**config.mk**
```make
export PLATFORM = sky130hd
export DESIGN_NAME = rqpar_unit
export DESIGN_NICKNAME = d
export VERILOG_FILES = /design/src/rtl/rqpar_pkg.sv /design/src/rtl/rqpar_gen.sv /design/src/rtl/rqpar_chk.sv /design/src/rtl/rqpar_unit.sv
export SDC_FILE = /design/constraint.sdc
export NUM_CORES = 1
export LEC_CHECK = 0
export BUFFER_PORTS_ARGS = -buffer_cell sky130_fd_sc_hd__buf_4
export CAP_MARGIN = 20
export CORE_MARGIN = 1
export CORE_UTILIZATION = 45
export DETAILED_ROUTE_END_ITERATION = 16
export PLACE_DENSITY = 0.82
export SLEW_MARGIN = 30
export SYNTH_ARGS = -nofsm -noshare
export SYNTH_HDL_FRONTEND = slang
export SYNTH_SLANG_ARGS = --single-unit
```
**constraint.sdc**
```tcl
create_clock -name clk -period 2.73 [get_ports clk]
set_input_delay 0.1365 -clock clk [delete_from_list [all_inputs] [get_ports clk]]
set_output_delay 0.1365 -clock clk [all_outputs]
set_load 0.01 [all_outputs]
```
**src/rtl/rqpar_pkg.sv**
```systemverilog
package rqpar_pkg;

    localparam int RQ_ADDR_W = 33;
    localparam int RQ_CODE_W = 5;
    localparam int RQ_LOW_W  = 21;
    localparam int RQ_HIGH_W = RQ_ADDR_W - RQ_LOW_W;

    typedef enum logic [1:0] {
        GS_IDLE = 2'd0,
        GS_SUB1 = 2'd1,
        GS_SUB2 = 2'd2
    } gen_state_t;

    typedef struct packed {
        logic [RQ_ADDR_W-1:0] addr;
        logic [RQ_CODE_W-1:0] code;
    } rq_word_t;

    typedef struct packed {
        rq_word_t first;
        rq_word_t second;
    } rq_req_t;

    // Level of a parity line: 1 when the group holds an even count of lows.
    function automatic logic grp_level_hi(input rq_word_t w);
        logic [RQ_HIGH_W-1:0] g;
        g = w.addr[RQ_ADDR_W-1:RQ_LOW_W];
        return ~(^(~g));
    endfunction

    function automatic logic grp_level_lo(input rq_word_t w);
        logic [RQ_LOW_W+RQ_CODE_W-1:0] g;
        g = {w.addr[RQ_LOW_W-1:0], w.code};
        return ~(^(~g));
    endfunction

    // Both parity levels for a word of line levels; sub2 swaps the lines.
    function automatic logic [1:0] rq_parity(input rq_word_t w, input logic sub2);
        logic hi;
        logic lo;
        hi = grp_level_hi(w);
        lo = grp_level_lo(w);
        return sub2 ? {hi, lo} : {lo, hi};
    endfunction

endpackage

```
**src/rtl/rqpar_gen.sv**
```systemverilog
module rqpar_gen
    import rqpar_pkg::*;
(
    input  logic                 clk,
    input  logic                 rst,
    input  logic                 go,
    input  rq_req_t              req,
    output logic                 strobe_l,
    output rq_word_t             word_l,
    output logic [1:0]           par_l
);

    gen_state_t state_q;
    rq_req_t    hold_q;
    logic       accept;

    assign accept = go && (state_q != GS_SUB1);

    always_ff @(posedge clk) begin
        if (rst) begin
            state_q <= GS_IDLE;
            hold_q  <= '0;
        end else begin
            if (accept) begin
                state_q <= GS_SUB1;
                hold_q  <= req;
            end else if (state_q == GS_SUB1) begin
                state_q <= GS_SUB2;
            end else begin
                state_q <= GS_IDLE;
            end
        end
    end

    always_comb begin
        strobe_l = 1'b1;
        word_l   = '1;
        case (state_q)
            GS_SUB1: begin
                strobe_l = 1'b0;
                word_l   = ~hold_q.first;
            end
            GS_SUB2: begin
                word_l   = ~hold_q.second;
            end
            default: begin
                word_l   = '1;
            end
        endcase
        par_l = rq_parity(word_l, state_q == GS_SUB2);
    end

endmodule

```
**src/rtl/rqpar_chk.sv**
```systemverilog
module rqpar_chk
    import rqpar_pkg::*;
(
    input  logic       clk,
    input  logic       rst,
    input  logic       strobe_l,
    input  rq_word_t   word_l,
    input  logic [1:0] par_l,
    output logic       err_pulse,
    output logic [1:0] err_mask,
    output logic       err_sub2
);

    logic       in_sub2_q;
    logic       act_sub1;
    logic       active;
    logic [1:0] expect_par;
    logic [1:0] diff;

    assign act_sub1   = !strobe_l && !in_sub2_q;
    assign active     = act_sub1 || in_sub2_q;
    assign expect_par = rq_parity(word_l, in_sub2_q);
    assign diff       = (expect_par ^ par_l) & {2{active}};

    always_ff @(posedge clk) begin
        if (rst) begin
            in_sub2_q <= 1'b0;
            err_pulse <= 1'b0;
            err_mask  <= 2'b00;
            err_sub2  <= 1'b0;
        end else begin
            in_sub2_q <= act_sub1;
            err_pulse <= |diff;
            err_mask  <= diff;
            err_sub2  <= in_sub2_q && (|diff);
        end
    end

endmodule

```
**src/rtl/rqpar_unit.sv**
```systemverilog
module rqpar_unit
    import rqpar_pkg::*;
(
    input  logic                 clk,
    input  logic                 rst,
    input  logic                 ini_go,
    input  logic [RQ_ADDR_W-1:0] ini_addr,
    input  logic [RQ_CODE_W-1:0] ini_code1,
    input  logic [RQ_ADDR_W-1:0] ini_type,
    input  logic [RQ_CODE_W-1:0] ini_code2,
    output logic                 out_strobe_l,
    output logic [RQ_ADDR_W-1:0] out_addr_l,
    output logic [RQ_CODE_W-1:0] out_code_l,
    output logic [1:0]           out_par_l,
    input  logic                 in_strobe_l,
    input  logic [RQ_ADDR_W-1:0] in_addr_l,
    input  logic [RQ_CODE_W-1:0] in_code_l,
    input  logic [1:0]           in_par_l,
    output logic                 err_pulse,
    output logic [1:0]           err_mask,
    output logic                 err_sub2
);

    rq_req_t  ini_req;
    rq_word_t gen_word;
    rq_word_t rx_word;

    assign ini_req.first.addr  = ini_addr;
    assign ini_req.first.code  = ini_code1;
    assign ini_req.second.addr = ini_type;
    assign ini_req.second.code = ini_code2;

    assign out_addr_l   = gen_word.addr;
    assign out_code_l   = gen_word.code;
    assign rx_word.addr = in_addr_l;
    assign rx_word.code = in_code_l;

    rqpar_gen u_gen (
        .clk      (clk),
        .rst      (rst),
        .go       (ini_go),
        .req      (ini_req),
        .strobe_l (out_strobe_l),
        .word_l   (gen_word),
        .par_l    (out_par_l)
    );

    rqpar_chk u_chk (
        .clk       (clk),
        .rst       (rst),
        .strobe_l  (in_strobe_l),
        .word_l    (rx_word),
        .par_l     (in_par_l),
        .err_pulse (err_pulse),
        .err_mask  (err_mask),
        .err_sub2  (err_sub2)
    );

endmodule

```
## Yosys cells after proc, flatten, opt, wreduce, memory -nomap -nowiden

Index checks and enable logic that the tools add are counted.

| cells by class | value |
|---|---|
| $add $sub $neg | 0 |
| multipliers | 0 |
| divide/modulo/power cells | 0 |
| magnitude comparators | 0 |
| equality and inequality tests | 3 |
| shift operators | 0 |
| multiplexer cells | 6 |
| bitwise gates (word level) | 12 |
| reductions and logical operators | 12 |

Operators with widths:

| kind | count |
|---|---|
| $not A38 Y38 | 2 |
| $pmux W38 S2 | 1 |
| $not A26 Y26 | 2 |
| $reduce_xor A26 Y1 | 2 |
| $not A12 Y12 | 2 |
| $reduce_xor A12 Y1 | 2 |
| $mux W2 | 3 |
| $not A1 Y1 | 4 |
| $reduce_or A2 Y1 | 2 |
| $logic_and A1 B1 Y1 | 3 |
| $and A2 B2 Y2 | 1 |
| $eq A2 B1 Y1 const B | 1 |
| $eq A2 B2 Y1 const B | 1 |
| $logic_not A1 Y1 | 2 |
| $mux W1 | 2 |
| $ne A2 B1 Y1 const B | 1 |
| $xor A2 B2 Y2 | 1 |
| $logic_or A1 B1 Y1 | 1 |

| storage, ports and cells | value |
|---|---|
| register bits after elaboration | 83 |
| bits in latches | 0 |
| RAM bits | 0 |
| bits in read-only memories | 0 |
| input bits | 120 |
| output and inout port bits | 45 |
| word-level logic and storage cells | 43 |
| memories | 0 |

## Longest topological paths before layout

| logic depth | value |
|---|---|
| word-level depth | 8 |
| mapped depth | 12 |
| depth with buffers taken out | 9 |

## Modules after synthesis

Synthesis repeated with hierarchy kept, for this count alone.

| second synthesis, totals | value |
|---|---|
| cell total of the unflattened synthesis | 330 |
| area total of the unflattened synthesis | 3777.4 µm² |

By module, submodules not included:

| module | instances | cells an instance | area each (µm²) | seq. area each (µm²) |
|---|---|---|---|---|
| rqpar_gen | 1 | 263 | 3148.0 | 1561.5 |
| rqpar_chk | 1 | 67 | 629.4 | 100.1 |

## Worst setup path after synthesis

OpenSTA, ideal clock, no wires.

| timing | value |
|---|---|
| kind | register -> output |
| from | reg u_gen.state_q[0] |
| to | out out_par_l[0] |
| arrival time | 2.566 ns |
| path slack | 0.027 ns |
| stages on the path, launching flop included | 12 |
| cells stage by stage | dfxtp_1 inv_1 ha_1 inv_1 buf_2 buf_2 buf_1 o221ai_1 xor2_1 xor2_1 xnor3_1 mux2i_1 |

| between the ends | value |
|---|---|
| cells in the longest elaborated chain, start to end | 6 |
| elaborated cells on any way between the ends | 10 |
| classes of those cells | 2 x eq/ne; 2 x mux; 4 x bitwise; 2 x reduce/logical |

Ends and longest elaborated chain:

| what | line | source |
|---|---|---|
| start: declaration | rqpar_gen.sv:13 | `gen_state_t state_q;` |
| start signal: assignment | rqpar_gen.sv:21 | `state_q <= GS_IDLE;` |
| start signal: assignment | rqpar_gen.sv:25 | `state_q <= GS_SUB1;` |
| start signal: assignment | rqpar_gen.sv:28 | `state_q <= GS_SUB2;` |
| $eq A2 B2 Y1 or $eq A2 B1 Y1 (tied branches) | rqpar_gen.sv:38 | `case (state_q)` |
| $pmux W38 S2 * | rqpar_gen.sv:38 |  |
| via out_addr_l[27] | rqpar_unit.sv:12 | `output logic [RQ_ADDR_W-1:0] out_addr_l,` |
| $not A12 Y12 * | rqpar_pkg.sv:28 | `return ~(^(~g));` |
| $reduce_xor A12 Y1 * | rqpar_pkg.sv:28 |  |
| $not A1 Y1 * | rqpar_pkg.sv:28 |  |
| $mux W2 * | rqpar_pkg.sv:43 | `return sub2 ? {hi, lo} : {lo, hi};` |
| end: declaration | rqpar_unit.sv:14 | `output logic [1:0] out_par_l,` |

The timed path passes the listed nets; every way through them passes the cells marked *.

## Worst setup path in the final report

| timing | value |
|---|---|
| from | reg u_gen.state_q[0] |
| to | out out_par_l[1] |

| between the ends | value |
|---|---|
| cells in the longest elaborated chain, start to end | 6 |
| elaborated cells on any way between the ends | 10 |
| classes of those cells | 2 x eq/ne; 2 x mux; 4 x bitwise; 2 x reduce/logical |

Ends and longest elaborated chain:

| what | line |
|---|---|
| $eq A2 B2 Y1 or $eq A2 B1 Y1 (tied branches) | rqpar_gen.sv:38, rqpar_gen.sv:50 |
| $pmux W38 S2 | rqpar_gen.sv:38 |
| $not A26 Y26 or $not A12 Y12 (tied branches) | rqpar_pkg.sv:34, rqpar_pkg.sv:28 |
| $reduce_xor A26 Y1 or $reduce_xor A12 Y1 (tied branches) | rqpar_pkg.sv:34, rqpar_pkg.sv:28 |
| $not A1 Y1, on equally long branches | rqpar_pkg.sv:34, rqpar_pkg.sv:28 |
| $mux W2 * | rqpar_pkg.sv:43 |

Every way passes the cells marked *; elsewhere a longest branch is shown, timed or not.

==> impl_metrics.yaml <==
critical_path:
  worstPathCellList: "inv_2 > ha_4 > inv_1 > buf_12 > o221ai_1 > xor2_1 > xor2_1 > xnor2_2 > xnor3_1 > mux2i_1 > buf_4"
  kind_of_capture_point_of_the_worst_setup_path: "output port"
  critical_path.startpoint: "u_gen.state_q[0]$_SDFF_PP0_"
  ff2ff_path_depth: 8
  cpMaxStageDelayCell: "xnor3_1"
  crit_path_start_kind: "flop"
  cpLargestDelayFamily: "XOR/XNOR gates"
  worstPathRequired_ns: 2.59
  cp_num_cells: 11
  critical_path_class: "flop to output port"
  critPathBufInv: 4
  critical_path.max_stage_delay_ns: 0.46
  cp-endpoint: "out_par_l[1]"
  r2r_slack_ns: 0.33
  worstReg2RegStart: "u_gen.state_q[0]$_SDFF_PP0_"
  timing.critical_path.mode_cell: "xor2_1"
  r2r_end: "u_gen.hold_q[40]$_SDFFE_PP0P_"
  crit_arrival_ns: 2.92
  worst-path-max-fanout: 29
status:
  status: "finished with violations"
  failed_checks: "setup timing"
cells_and_area:
  final_layout_size_suffix_gt1_share_pct: 44.46
  ant_diodes: 0
  nets: 695
  syn_to_final_growth_pct: 75.18
  final_area_um2: 6563
  final_core_utilization_pct: 83.20
  final.fill_count: 408
timing:
  slew_violations: 0
  worst-slew-pin-transition_ns: 0.8337
  timing.final.hold_violations: 0
  setup_viol: 2
  finalClockSkew_ns: 0.01017
  totalNegativeSetupSlack_ns: -0.6556
  period_share_pct: 112.1
  fmax_mhz: 326.7
  slew_headroom_pct: 44.42
  setup_ws_ns: -0.3305
  rsz0062_at_grt: "true"
  period_needed_ns: 3.061
clocking:
  sink_count_of_the_clock_tree: 83
  clock_insertion_delay_worst_skew_ns: 0.35
  cts_buffers: 9
  cts_tree: "done"
  clk_pin_slew_worst_paths_ns: 0.08
  h_tree_lvls: 3
  root_buffer: "clkbuf_8"
  max-clock-path-buffers: 2
pwr:
  power_mw: 3.783
  power.net_switching_mw: 1.146
  power.leakage_nw: 2.787
  p_sw_share_pct: 30.30
  internal_power_mw: 2.637
  p_clk_share_pct: 24.0
  cellPowerDensity_nw_per_um2: 576.5
  max-vdd-ir-drop_v: 0.0007785
  combinationalPowerShare_pct: 39.7
  pwr-share-seq_pct: 36.3
routing:
  via_per_inst: 5.632
  via_count: 3830
  drt_first_pass_iters: 4
  route.final.wire_length_um: 13070
  postRouteAntennaNets: 0
  detail_route.wl_per_cell_um: 19.22
  drtIter0Drc: 170
  drcViolationCount: 0
floorplan:
  coreArea_um2: 7888
  rows: 32
  design.die.area_um2: 8694
  io_pins: 165
  start_util_pct: 47.49
  chipHeight_um: 93.24
  fp.dieW_um: 93.24
flow_run:
  maxCapViolations: 0
place:
  placed_area_um2: 5117
  dp_hpwl_um: 7242
  placement.io_buffers: 164
  pre_cts_ws_ns: -0.08103
  gpl_congestion: 0.7811
min_path:
  min_path_type: "primary input to flop"
synthesis:
  post-synth-top-area-fraction_pct: 44.36
  synth_top_family_by_area: "compound AO/OA/AOI/OAI gates"
  synth_compound_gate_area_share_pct: 27.15
  synth_most_common_cell: "dfxtp_1"
  yosys.cell_types.count: 31
  syn_area_per_cell_um2: 11.60
  synth_sequential_area_ratio_pct: 44.36
  synth_simple_gate_area_share_pct: 2.371
  async_flop_share_pct: 0
  synth_ff_type: "dfxtp_1"
  ys_seq_elements: 83
  netlist.top_cell.by_area: "dfxtp_1"
  syn-instance-count: 323
  postSynthNetCount: 445
  synth_mux_area_share_pct: 1.937
  synth_xor_xnor_area_share_pct: 18.60
  post_synth_instance_area_um2: 3746
  yosys_warnings: 0
  synth.cells.most_frequent: "83 x dfxtp_1, 76 x a22o_1, 37 x o221ai_1, 29 x xnor2_1, 28 x xor2_1"
  synthTopCellsByArea: "dfxtp_1 44%, a22o_1 18%, o221ai_1 8.7%"
  synth_adder_area_share_pct: 0.6680
  synth_edf_count: 0
grt:
  grt_pass1_vias: 3900
  wire_length_of_the_first_global_routing_pass_um: 18920
  gr-usage-all-layers_pct: 28.00
  grt_overflow_total: 0
  antenna_found_initial: 0
  grt_start_max_net_pins: 65
logic make-up after synthesis:
logic type,Yosys count
AO/OA/AOI/OAI,116
flip-flops,83
XOR/XNOR,66
buffers and inverters,35
AND/OR/NAND/NOR,14
multiplexers,7
adder cells (fa/ha/maj),2
routing by layer:
layer  vias up  global-route usage [%]  part of all wire [%]
li1       1766                       -                     -
met1      1861                   31.55                    38
met2       162                   50.67                    54
met3        41                   6.016                   4.8
met4         0                   11.92                   3.4
met5         -                       0                     0
cell usage in the layout (no fill, tap or decap), types with 2 or more instances in the layout:
| cell | instances |
|---|---|
| mux2_2 | 2 |
| buf_4 | 183 |
| nor2_1 | 3 |
| inv_1 | 2 |
| nor3_1 | 3 |
| xor2_1 | 26 |
| clkbuf_1 | 2 |
| inv_2 | 2 |
| ha_4 | 2 |
| clkbuf_8 | 11 |
| dfxtp_1 | 81 |
| o221ai_2 | 26 |
| xnor3_1 | 7 |
| xor2_2 | 2 |
| dlygate4sd3_1 | 74 |
| a22o_1 | 76 |
| xnor2_1 | 29 |
| buf_12 | 4 |
| mux2i_1 | 5 |
| o221ai_1 | 6 |
| dfxtp_2 | 2 |
| clkinvlp_4 | 2 |
| clkbuf_16 | 2 |
| o221ai_4 | 6 |
through the flow:
step | instances | hold WS (ns)
2_1_floorplan | 323 | 0.2032
3_3_place_gp | 576 | 0.3094
3_5_place_dp | 576 | 0.3143
4_1_cts | 671 | 0.0007454
5_1_grt | 680 | 0.01255
6_report | 680 | 0.02263
power groups by stage:
stage                     Sequential (mW)  Combinational (mW)  Clock [mW]
final                                1.37                1.50       0.910
after global routing                 1.38                1.60       0.968
after global placement               1.37                1.25           0
after CTS                            1.36                1.39       0.918
after detailed placement             1.38                1.27           0
after floorplan                      1.37               0.795           0
how the worst min path moves through the flow:
stage                            start                            end  depth (start not counted)
final                     ini_type[23]  u_gen.hold_q[28]$_SDFFE_PP0P_                          2
after global routing      ini_type[14]  u_gen.hold_q[19]$_SDFFE_PP0P_                          2
after CTS                 ini_type[14]  u_gen.hold_q[19]$_SDFFE_PP0P_                          2
after detailed placement   in_strobe_l     u_chk.in_sub2_q$_SDFF_PP0_                          2
after global placement     in_strobe_l     u_chk.in_sub2_q$_SDFF_PP0_                          2
after floorplan                    rst    u_gen.state_q[1]$_SDFF_PP0_                          1
state kept, by name (all words and copies together), names as in the netlist:
signal and flops:
u_chk.err_mask 2, u_chk.err_pulse 1, u_chk.err_sub2 1, u_chk.in_sub2_q 1, u_gen.hold_q 76, u_gen.state_q 2
repair_timing:
action / in CTS / in global routing
pin swaps: 13 / 11
cloned: 1 / 3
hold buffers: 74 / 0
setup buffers: 4 / 6
setup endpoints to repair: 2 / 44
endpoints found under the hold margin: 73 / 0
resized for setup: 24 / 31
layout make-up:
type	instances	area, um^2	area share, %
Clock buffer	13	158.9	2.421
Clock inverter	3	46.29	0.7054
Inverter	6	32.53	0.4957
Multi-Input combinational cell	206	2227	33.94
Sequential cell	83	1664	25.36
Tap cell	102	127.6	1.945
Timing Repair Buffer	266	2298	35.02
Timing Repair inverter	1	7.507	0.1144
(Power assumes the default switching activity.)
